**config.mk**
```make
export PLATFORM = sky130hd
export DESIGN_NAME = rw_turnaround_ctrl
export DESIGN_NICKNAME = d
export VERILOG_FILES = /design/src/rtl/rwt_pkg.sv /design/src/rtl/rwt_burst_timer.sv /design/src/rtl/rwt_gap_timer.sv /design/src/rtl/rwt_prep_timer.sv /design/src/rtl/rw_turnaround_ctrl.sv
export SDC_FILE = /design/constraint.sdc
export NUM_CORES = 1
export LEC_CHECK = 0
export BUFFER_PORTS_ARGS = -buffer_cell sky130_fd_sc_hd__buf_4
export CAP_MARGIN = 20
export CORE_ASPECT_RATIO = 0.7
export CORE_UTILIZATION = 35
export DETAILED_ROUTE_END_ITERATION = 12
export GPL_TIMING_DRIVEN = 0
export PLACE_DENSITY = 0.59
export SLEW_MARGIN = 40
export SYNTH_ARGS = -nofsm -noshare
export SYNTH_HDL_FRONTEND = slang
export SYNTH_SLANG_ARGS = --single-unit
```
**constraint.sdc**
```tcl
create_clock -name clk -period 3.1 [get_ports clk]
set_clock_uncertainty 0.15 [all_clocks]
set_input_delay 0.31 -clock clk [delete_from_list [all_inputs] [get_ports clk]]
set_output_delay 0.31 -clock clk [all_outputs]
set_load 0.02 [all_outputs]
```
**src/rtl/rwt_pkg.sv**
```systemverilog
package rwt_pkg;

    typedef enum logic [1:0] {
        DIR_RD    = 2'd0,
        DIR_RD2WR = 2'd1,
        DIR_WR    = 2'd2,
        DIR_WR2RD = 2'd3
    } bus_dir_e;

    function automatic int unsigned max2(input int unsigned a, input int unsigned b);
        return (a > b) ? a : b;
    endfunction

    function automatic int unsigned cnt_width(input int unsigned v);
        return (v < 2) ? 1 : $clog2(v + 1);
    endfunction

endpackage

```
**src/rtl/rwt_burst_timer.sv**
```systemverilog
module rwt_burst_timer #(
    parameter int unsigned T_BURST = 4,
    parameter int unsigned W       = 4
) (
    input  logic clk,
    input  logic rst,
    input  logic start,
    output logic bus_free
);
    logic [W-1:0] left;

    always_ff @(posedge clk) begin
        if (rst)
            left <= '0;
        else if (start)
            left <= W'(T_BURST - 1);
        else if (left != '0)
            left <= left - W'(1);
    end

    assign bus_free = (left == '0);
endmodule

```
**src/rtl/rwt_gap_timer.sv**
```systemverilog
module rwt_gap_timer #(
    parameter int unsigned W = 4
) (
    input  logic         clk,
    input  logic         rst,
    input  logic         load,
    input  logic [W-1:0] load_val,
    input  logic         bus_free,
    output logic         expired
);
    logic [W-1:0] cnt;

    // The gap only runs once the previous burst has left the bus.
    always_ff @(posedge clk) begin
        if (rst)
            cnt <= '0;
        else if (load)
            cnt <= load_val;
        else if (bus_free && cnt > W'(1))
            cnt <= cnt - W'(1);
    end

    assign expired = bus_free && (cnt <= W'(1));
endmodule

```
**src/rtl/rwt_prep_timer.sv**
```systemverilog
module rwt_prep_timer #(
    parameter int unsigned T_PREP = 10,
    parameter int unsigned W      = 4
) (
    input  logic clk,
    input  logic rst,
    input  logic start_req,
    input  logic abandon,
    input  logic consume,
    output logic done
);
    logic [W-1:0] cnt;

    always_ff @(posedge clk) begin
        if (rst) begin
            cnt  <= '0;
            done <= 1'b0;
        end else if (consume) begin
            cnt  <= '0;
            done <= 1'b0;
        end else if (abandon) begin
            // target direction changes: drop old work, maybe start new
            done <= (start_req && T_PREP <= 1);
            cnt  <= (start_req && T_PREP > 1) ? W'(T_PREP - 1) : '0;
        end else if (start_req && !done && cnt == '0) begin
            if (T_PREP <= 1)
                done <= 1'b1;
            else
                cnt <= W'(T_PREP - 1);
        end else if (cnt != '0) begin
            cnt <= cnt - W'(1);
            if (cnt == W'(1))
                done <= 1'b1;
        end
    end
endmodule

```
**src/rtl/rw_turnaround_ctrl.sv**
```systemverilog
module rw_turnaround_ctrl
    import rwt_pkg::*;
#(
    parameter int unsigned T_BURST = 4,
    parameter int unsigned T_RTW   = 2,
    parameter int unsigned T_WTR   = 6,
    parameter int unsigned T_RP    = 5,
    parameter int unsigned T_RCD   = 5
) (
    input  logic       clk,
    input  logic       rst,
    input  logic       rd_empty,
    input  logic       wr_empty,
    input  logic       wr_hi_mark,
    input  logic       wr_lo_mark,
    input  logic       rd_bank_ready,
    input  logic       wr_bank_ready,
    output logic       issue_rd,
    output logic       issue_wr,
    output logic [1:0] bus_dir
);
    localparam int unsigned T_PREP  = T_RP + T_RCD;
    localparam int unsigned GAP_MAX = max2(T_RTW, T_WTR);
    localparam int unsigned CW      = cnt_width(max2(max2(T_PREP, GAP_MAX), T_BURST));

    bus_dir_e st, st_nxt;

    logic go_wr, go_rd;
    logic tgt_rd, tgt_wr;
    logic prep_start, prep_abandon, prep_done;
    logic bus_free, gap_expired;
    logic rd_ok, wr_ok;
    logic [CW-1:0] gap_val;

    // direction decisions
    assign go_wr = (st == DIR_RD) && (wr_hi_mark || (rd_empty && !wr_empty));
    assign go_rd = (st == DIR_WR) && !rd_empty && (wr_lo_mark || wr_empty);

    // which head the preparation engine works for; none during read-to-write
    assign tgt_rd = ((st == DIR_RD) && !go_wr) || (st == DIR_WR2RD) || go_rd;
    assign tgt_wr = (st == DIR_WR) && !go_rd;

    assign prep_start   = (tgt_rd && !rd_empty && !rd_bank_ready)
                        || (tgt_wr && !wr_empty && !wr_bank_ready);
    assign prep_abandon = go_wr || go_rd;

    assign rd_ok = rd_bank_ready || prep_done;
    assign wr_ok = wr_bank_ready || prep_done;

    assign issue_rd = (st == DIR_RD) && !go_wr && !rd_empty && bus_free && rd_ok;
    assign issue_wr = (st == DIR_WR) && !go_rd && !wr_empty && bus_free && wr_ok;

    assign gap_val = go_wr ? CW'(T_RTW) : CW'(T_WTR);

    rwt_burst_timer #(.T_BURST(T_BURST), .W(CW)) u_burst (
        .clk      (clk),
        .rst      (rst),
        .start    (issue_rd || issue_wr),
        .bus_free (bus_free)
    );

    rwt_gap_timer #(.W(CW)) u_gap (
        .clk      (clk),
        .rst      (rst),
        .load     (go_wr || go_rd),
        .load_val (gap_val),
        .bus_free (bus_free),
        .expired  (gap_expired)
    );

    rwt_prep_timer #(.T_PREP(T_PREP), .W(CW)) u_prep (
        .clk       (clk),
        .rst       (rst),
        .start_req (prep_start),
        .abandon   (prep_abandon),
        .consume   (issue_rd || issue_wr),
        .done      (prep_done)
    );

    always_comb begin
        st_nxt = st;
        case (st)
            DIR_RD:    if (go_wr) st_nxt = DIR_RD2WR;
            DIR_RD2WR: if (gap_expired) st_nxt = DIR_WR;
            DIR_WR:    if (go_rd) st_nxt = DIR_WR2RD;
            DIR_WR2RD: if (gap_expired && (rd_ok || rd_empty)) st_nxt = DIR_RD;
            default:   st_nxt = DIR_RD;
        endcase
    end

    always_ff @(posedge clk) begin
        if (rst)
            st <= DIR_RD;
        else
            st <= st_nxt;
    end

    assign bus_dir = st;
endmodule

```
==> results of run 1 <==
[worst max-delay path: stages (launching register included)]
cell and delay, ps:
dfxtp_1 340, inv_1 60, ha_1 210, or3b_1 380
buf_6 150, nor3_1 190, buf_4 180
[layout make-up]
type / count / area (um2)
Fill cell: 257 / 1410
Tap cell: 34 / 42.5
Inverter: 12 / 45.0
Clock inverter: 1 / 5.00
Sequential cell: 15 / 300
Clock buffer: 3 / 41.3
Multi-Input combinational cell: 88 / 643
Timing Repair Buffer: 11 / 82.6
Buffer: 2 / 16.3
[worst min path at each step]
stage / end / slack, ps
floorplan: u_burst.left[0] / 310
global placement: u_burst.left[0] / 350
detailed placement: u_burst.left[0] / 350
CTS: u_prep.done / 240
global route: u_prep.done / 260
finish: u_prep.done / 240
[per-stage QoR]
stage                     worst slack, ps  std cells  hold slack, ps   util
final                                 883        166             245  0.454
after global routing                  714        166             264  0.454
after CTS                             877        166             241  0.454
after detailed placement             1090        162             346  0.436
after global placement               1080        162             348  0.436
after floorplan                      1020        117             307      -
[metal layers]
| layer | up-vias | part of all wire | track usage |
|---|---|---|---|
| li1 | 449 | - | - |
| met1 | 386 | 0.52 | 0.211 |
| met2 | 14 | 0.44 | 0.233 |
| met3 | 0 | 0.035 | 0.0437 |
| met4 | 0 | 0 | 0.0255 |
| met5 | - | 0 | 0 |
[Yosys cell counts, types with 2 or more instances]
cell type | instances | area (um2)
xnor2_1 | 2 | 17.5
a21oi_1 | 5 | 25.0
and3_1 | 2 | 12.5
o21ai_0 | 4 | 20.0
nor2b_1 | 2 | 12.5
a211o_1 | 2 | 17.5
a21o_1 | 2 | 15.0
or3_1 | 3 | 18.8
dfxtp_1 | 15 | 300
nand2_1 | 4 | 15.0
a211oi_1 | 3 | 22.5
inv_1 | 11 | 41.3
a31oi_1 | 2 | 12.5
nor2_1 | 13 | 48.8
ha_1 | 9 | 113
nand3_1 | 3 | 15.0
nor3_1 | 9 | 45.0
[flip-flops by register name, summed over array words and instances (netlist names)]
register,count
bus_dir,2
u_burst.left,4
u_gap.cnt,4
u_prep.cnt,4
u_prep.done,1
[report_power, final]
| part | total (W) | leakage [nW] | switching, W | internal, W |
|---|---|---|---|---|
| registers | 0.000339 | 0.123 | 0.0000755 | 0.000264 |
| logic | 0.000697 | 0.352 | 0.000385 | 0.000312 |
| clock network | 0.000157 | 0.0255 | 0.0000678 | 0.0000889 |
| total | 0.00119 | 0.501 | 0.000529 | 0.000664 |
[cell families after synthesis]
kind of cell               synth area share
AOI/OAI and AO/OA                     0.227
xor gates and xnor gates             0.0174
adders and majority gates             0.112
buffers and inverters                0.0610
DFF                                   0.299
muxes                               0.00996
and+or+nand+nor                       0.274
==> reports/metrics.cfg, run 1 <==
[status]
status=complete, no violations

[die]
start_util=0.388
ios=12
dieArea_um2=3090
die_y_um=46.8
rows=15
core_um2=2590
die_w_um=66.0

[global_routing]
antenna_found_initial=0
grt_pass1_vias=736
grt_max_degree=11
grt_use_total=0.150
grt_overflow=0
grt_pass1_wl_um=3390

[worst_setup_path]
r2r_start=bus_dir[0]
cp-start-kind=flop
arrival_ps=1760
worstSetupPathType=reg -> out
critPathRequiredTime_ps=2640
cp_max_fo=7
reg2reg_depth=7
r2r_slack_ps=1050
rr_endpoint=u_prep.cnt[1]
startpoint=u_burst.left[0]
endpoint_kind=output pin
endpoint=issue_rd

[min_path]
hold_path_class=in -> reg
hp-start=rst
worst_hold_path.num_cells=3

[clock_tree]
clock_latency_ps=250
cts.sinks=15
root_buffer=clkbuf_8
tritoncts=built
cts.htree.levels=1
cts_inserted_buffers=3
cts.clk_slew.worst_paths_ps=60
cts.repair.resized=0
postCtsHoldBufs=0
postCtsSetupBuffers=0
clockBufferDepth=2

[final_layout]
n_antenna_cell=0
syn_to_final_growth_pct=17.1
final_cell_mix=dfxtp_1, nor2_1, inv_1, buf_4
nets=150
design_area_um2=1180
drive_above_1_share=0.212
final_common_cell=dfxtp_1

[synth]
syn_area_um2=1000
async_flop_share=0
ys.flop_type=dfxtp_1
seq_area_frac_synth=0.299
synthCells=117
syn_nets=134
avgSynthCellArea_um2=8.59
ys_ff_latch=15
yosysWarnings=0
yosysUniqueCellTypes=43
synth_edf_count=0

[placement]
io_buffers=11
dpl.hpwl_um=1700
place_area_um2=1130
place_congestion=0.774

[run]
maxCapViolCount=0

[drt]
drtIter0Drc=31
finalWirelength_um=2110
vias=849
detail_route.vias_per_cell=5.11
ant_nets=0
route.detailed.drc=0
first_pass_iters=4
post_drt_wl_per_cell_um=12.7

[timing]
period_needed_ps=2220
worst_slew_pin_slew_ps=634
fmax_ghz=0.451
rsz0062_at_grt=false
slew_viol_final=0
tns_ps=0
finalCritPeriodShare=0.715
setup_viol=0
relSlewSlack=0.574
hold_viol=0

[power_and_ir_drop]
power_w=0.00119
powerDensity_nw_per_um2=1010
p_leak_nw=0.501
ir_worst_vdd_v=0.000461

No activity file was read; power rests on OpenSTA's default activity.
==> inputs of run 2 (changes only) <==
==> constraint.sdc (replaced) <==
create_clock -name clk -period 2.2 [get_ports clk]
set_clock_uncertainty 0.15 [all_clocks]
set_input_delay 0.22 -clock clk [delete_from_list [all_inputs] [get_ports clk]]
set_output_delay 0.22 -clock clk [all_outputs]
set_load 0.02 [all_outputs]
==> reports/metrics.cfg, run 2 (same netlist as run 1, synthesis figures left out) <==
[clock_tree]
clockBufferDepth=2  ; unchanged
tritoncts=built
cts.sinks=15  ; unchanged
postCtsHoldBufs=0  ; unchanged
cts.clk_slew.worst_paths_ps=60  ; about the same
cts.htree.levels=1  ; unchanged
root_buffer=clkbuf_8
clock_latency_ps=250  ; about the same
cts_inserted_buffers=3  ; unchanged
postCtsSetupBuffers=0  ; unchanged

[die]
start_util=0.388  ; unchanged
die_y_um=46.8  ; unchanged
die_w_um=66.0  ; unchanged
core_um2=2590  ; unchanged
ios=12  ; unchanged
dieArea_um2=3090  ; unchanged
rows=15  ; unchanged

[final_layout]
drive_above_1_share=0.242  ; +0.0303
multi_input_area_um2=658  ; +2.3%
regArea_um2=300  ; unchanged
reg.largest.list=u_burst.left x4, u_gap.cnt x4, u_prep.cnt x4
fin_cells=166  ; unchanged
n_antenna_cell=0  ; unchanged
final_common_cell=dfxtp_1
syn_to_final_growth_pct=18.6
final_cell_mix=dfxtp_1, nor2_1, inv_1, buf_4, ha_1
fillerInstances=256  ; -0.39%
nets=150  ; unchanged

[timing]
setup_viol=0  ; unchanged
worst_slew_pin_slew_ps=634  ; +0.0404 ps
fmax_ghz=0.479
relSlewSlack=0.574  ; about the same
hold_viol=0  ; unchanged
holdWs_ps=160  ; -84.7 ps
slew_viol_final=0  ; unchanged
period_needed_ps=2090
finalCritPeriodShare=0.948

[power_and_ir_drop]
power_frac_clock=0.130  ; about the same
power_frac_seq=0.282  ; -0.002
p_comb_frac=0.588  ; +0.004
powerDensity_nw_per_um2=1430  ; +41%
internal-power_w=0.000944  ; +42%
p_leak_nw=0.502  ; +0.32%
p_switching_w=0.000757  ; +43%
ir_worst_vdd_v=0.000657  ; +43%
switching_share=0.445  ; +0.00204

[global_routing]
grt_pass1_vias=736  ; unchanged
grt_overflow=0  ; unchanged
grt_pass1_wl_um=3390  ; unchanged
antenna_found_initial=0  ; unchanged
grt_max_degree=11  ; unchanged
grt_use_total=0.150  ; unchanged

[drt]
vias=867  ; +2.1%
post_drt_wl_per_cell_um=13.0  ; +2.3%
first_pass_iters=4  ; unchanged
route.detailed.drc=0  ; unchanged
detail_route.vias_per_cell=5.22  ; +2.1%
drtIter0Drc=29  ; -6.5%
finalWirelength_um=2160  ; +2.3%
ant_nets=0  ; unchanged

[placement]
dpl.hpwl_um=1700  ; unchanged
dp.cells=162  ; unchanged
io_buffers=11  ; unchanged
place_congestion=0.774  ; unchanged

[run]
maxCapViolCount=0  ; unchanged

[worst_setup_path]
endpoint_kind=output pin
critPathRequiredTime_ps=1830  ; -810 ps
arrival_ps=1720  ; -40 ps
cp-start-kind=flop
cp_max_fo=7  ; unchanged
worstSetupPathType=reg -> out

[status]
status=complete, no violations

[min_path]
hold_path_class=in -> reg

==> run 2: what timing repair did <==
action                                 4_1_cts  5_1_grt
endpoints found under the hold margin        0        0
setup endpoints to repair                    0        3
resized for setup                            0        5
==> run 2: worst max-delay path: stages (launching register included) <==
cell and delay (ps):
dfxtp_1 340, inv_1 60, ha_2 200, or3b_1 370, buf_6 150, nor3_2 180, buf_4 170
==> run 2: final timing paths <==
kind | startpoint | end | slack, ps | depth (start not counted)
worst max-delay path | u_burst.left[0] | issue_rd | 110 | 6
worst min-delay path | rst | u_prep.done | 160 | 3
worst min register to register | u_burst.left[0] | u_burst.left[0] | 360 | 1
worst max register to register | bus_dir[0] | u_prep.cnt[1] | 140 | 7
==> run 2: routing by layer <==
layer  wire length (um)  track usage
met2                965        0.233
met4                  0       0.0255
met5                  0            0
met1               1110        0.211
met3                 82       0.0437
==> run 2: layout make-up <==
| class | count | share of cell area |
|---|---|---|
| buffer | 2 | 0.0137 |
| clock buffer | 3 | 0.0347 |
| clock inverter | 1 | 0.00420 |
| inverter | 12 | 0.0378 |
| multi-input combinational | 88 | 0.553 |
| sequential | 15 | 0.252 |
| tap | 34 | 0.0357 |
| timing repair buffer | 11 | 0.0693 |
==> run 2: power by group through the flow <==
stage | Combinational (W) | Clock (W) | Sequential [W]
detailed placement | 0.000980 | 0 | 0.000484
floorplan | 0.000769 | 0 | 0.000481
CTS | 0.000986 | 0.000230 | 0.000477
global placement | 0.000961 | 0 | 0.000478
finish | 0.00100 | 0.000221 | 0.000479
global route | 0.00113 | 0.000243 | 0.000495
==> run 2: stage by stage <==
step	TNS [ps]	area, um2	util	power (W)	worst slack [ps]
6_report	0	1190	0.460	0.00170	114
5_1_grt	-1.68	1190	0.460	0.00187	-1.68
4_1_cts	0	1180	0.454	0.00169	67.4
3_5_place_dp	0	1130	0.436	0.00146	191
3_3_place_gp	0	1130	0.436	0.00144	182
2_1_floorplan	0	1000	-	0.00125	210
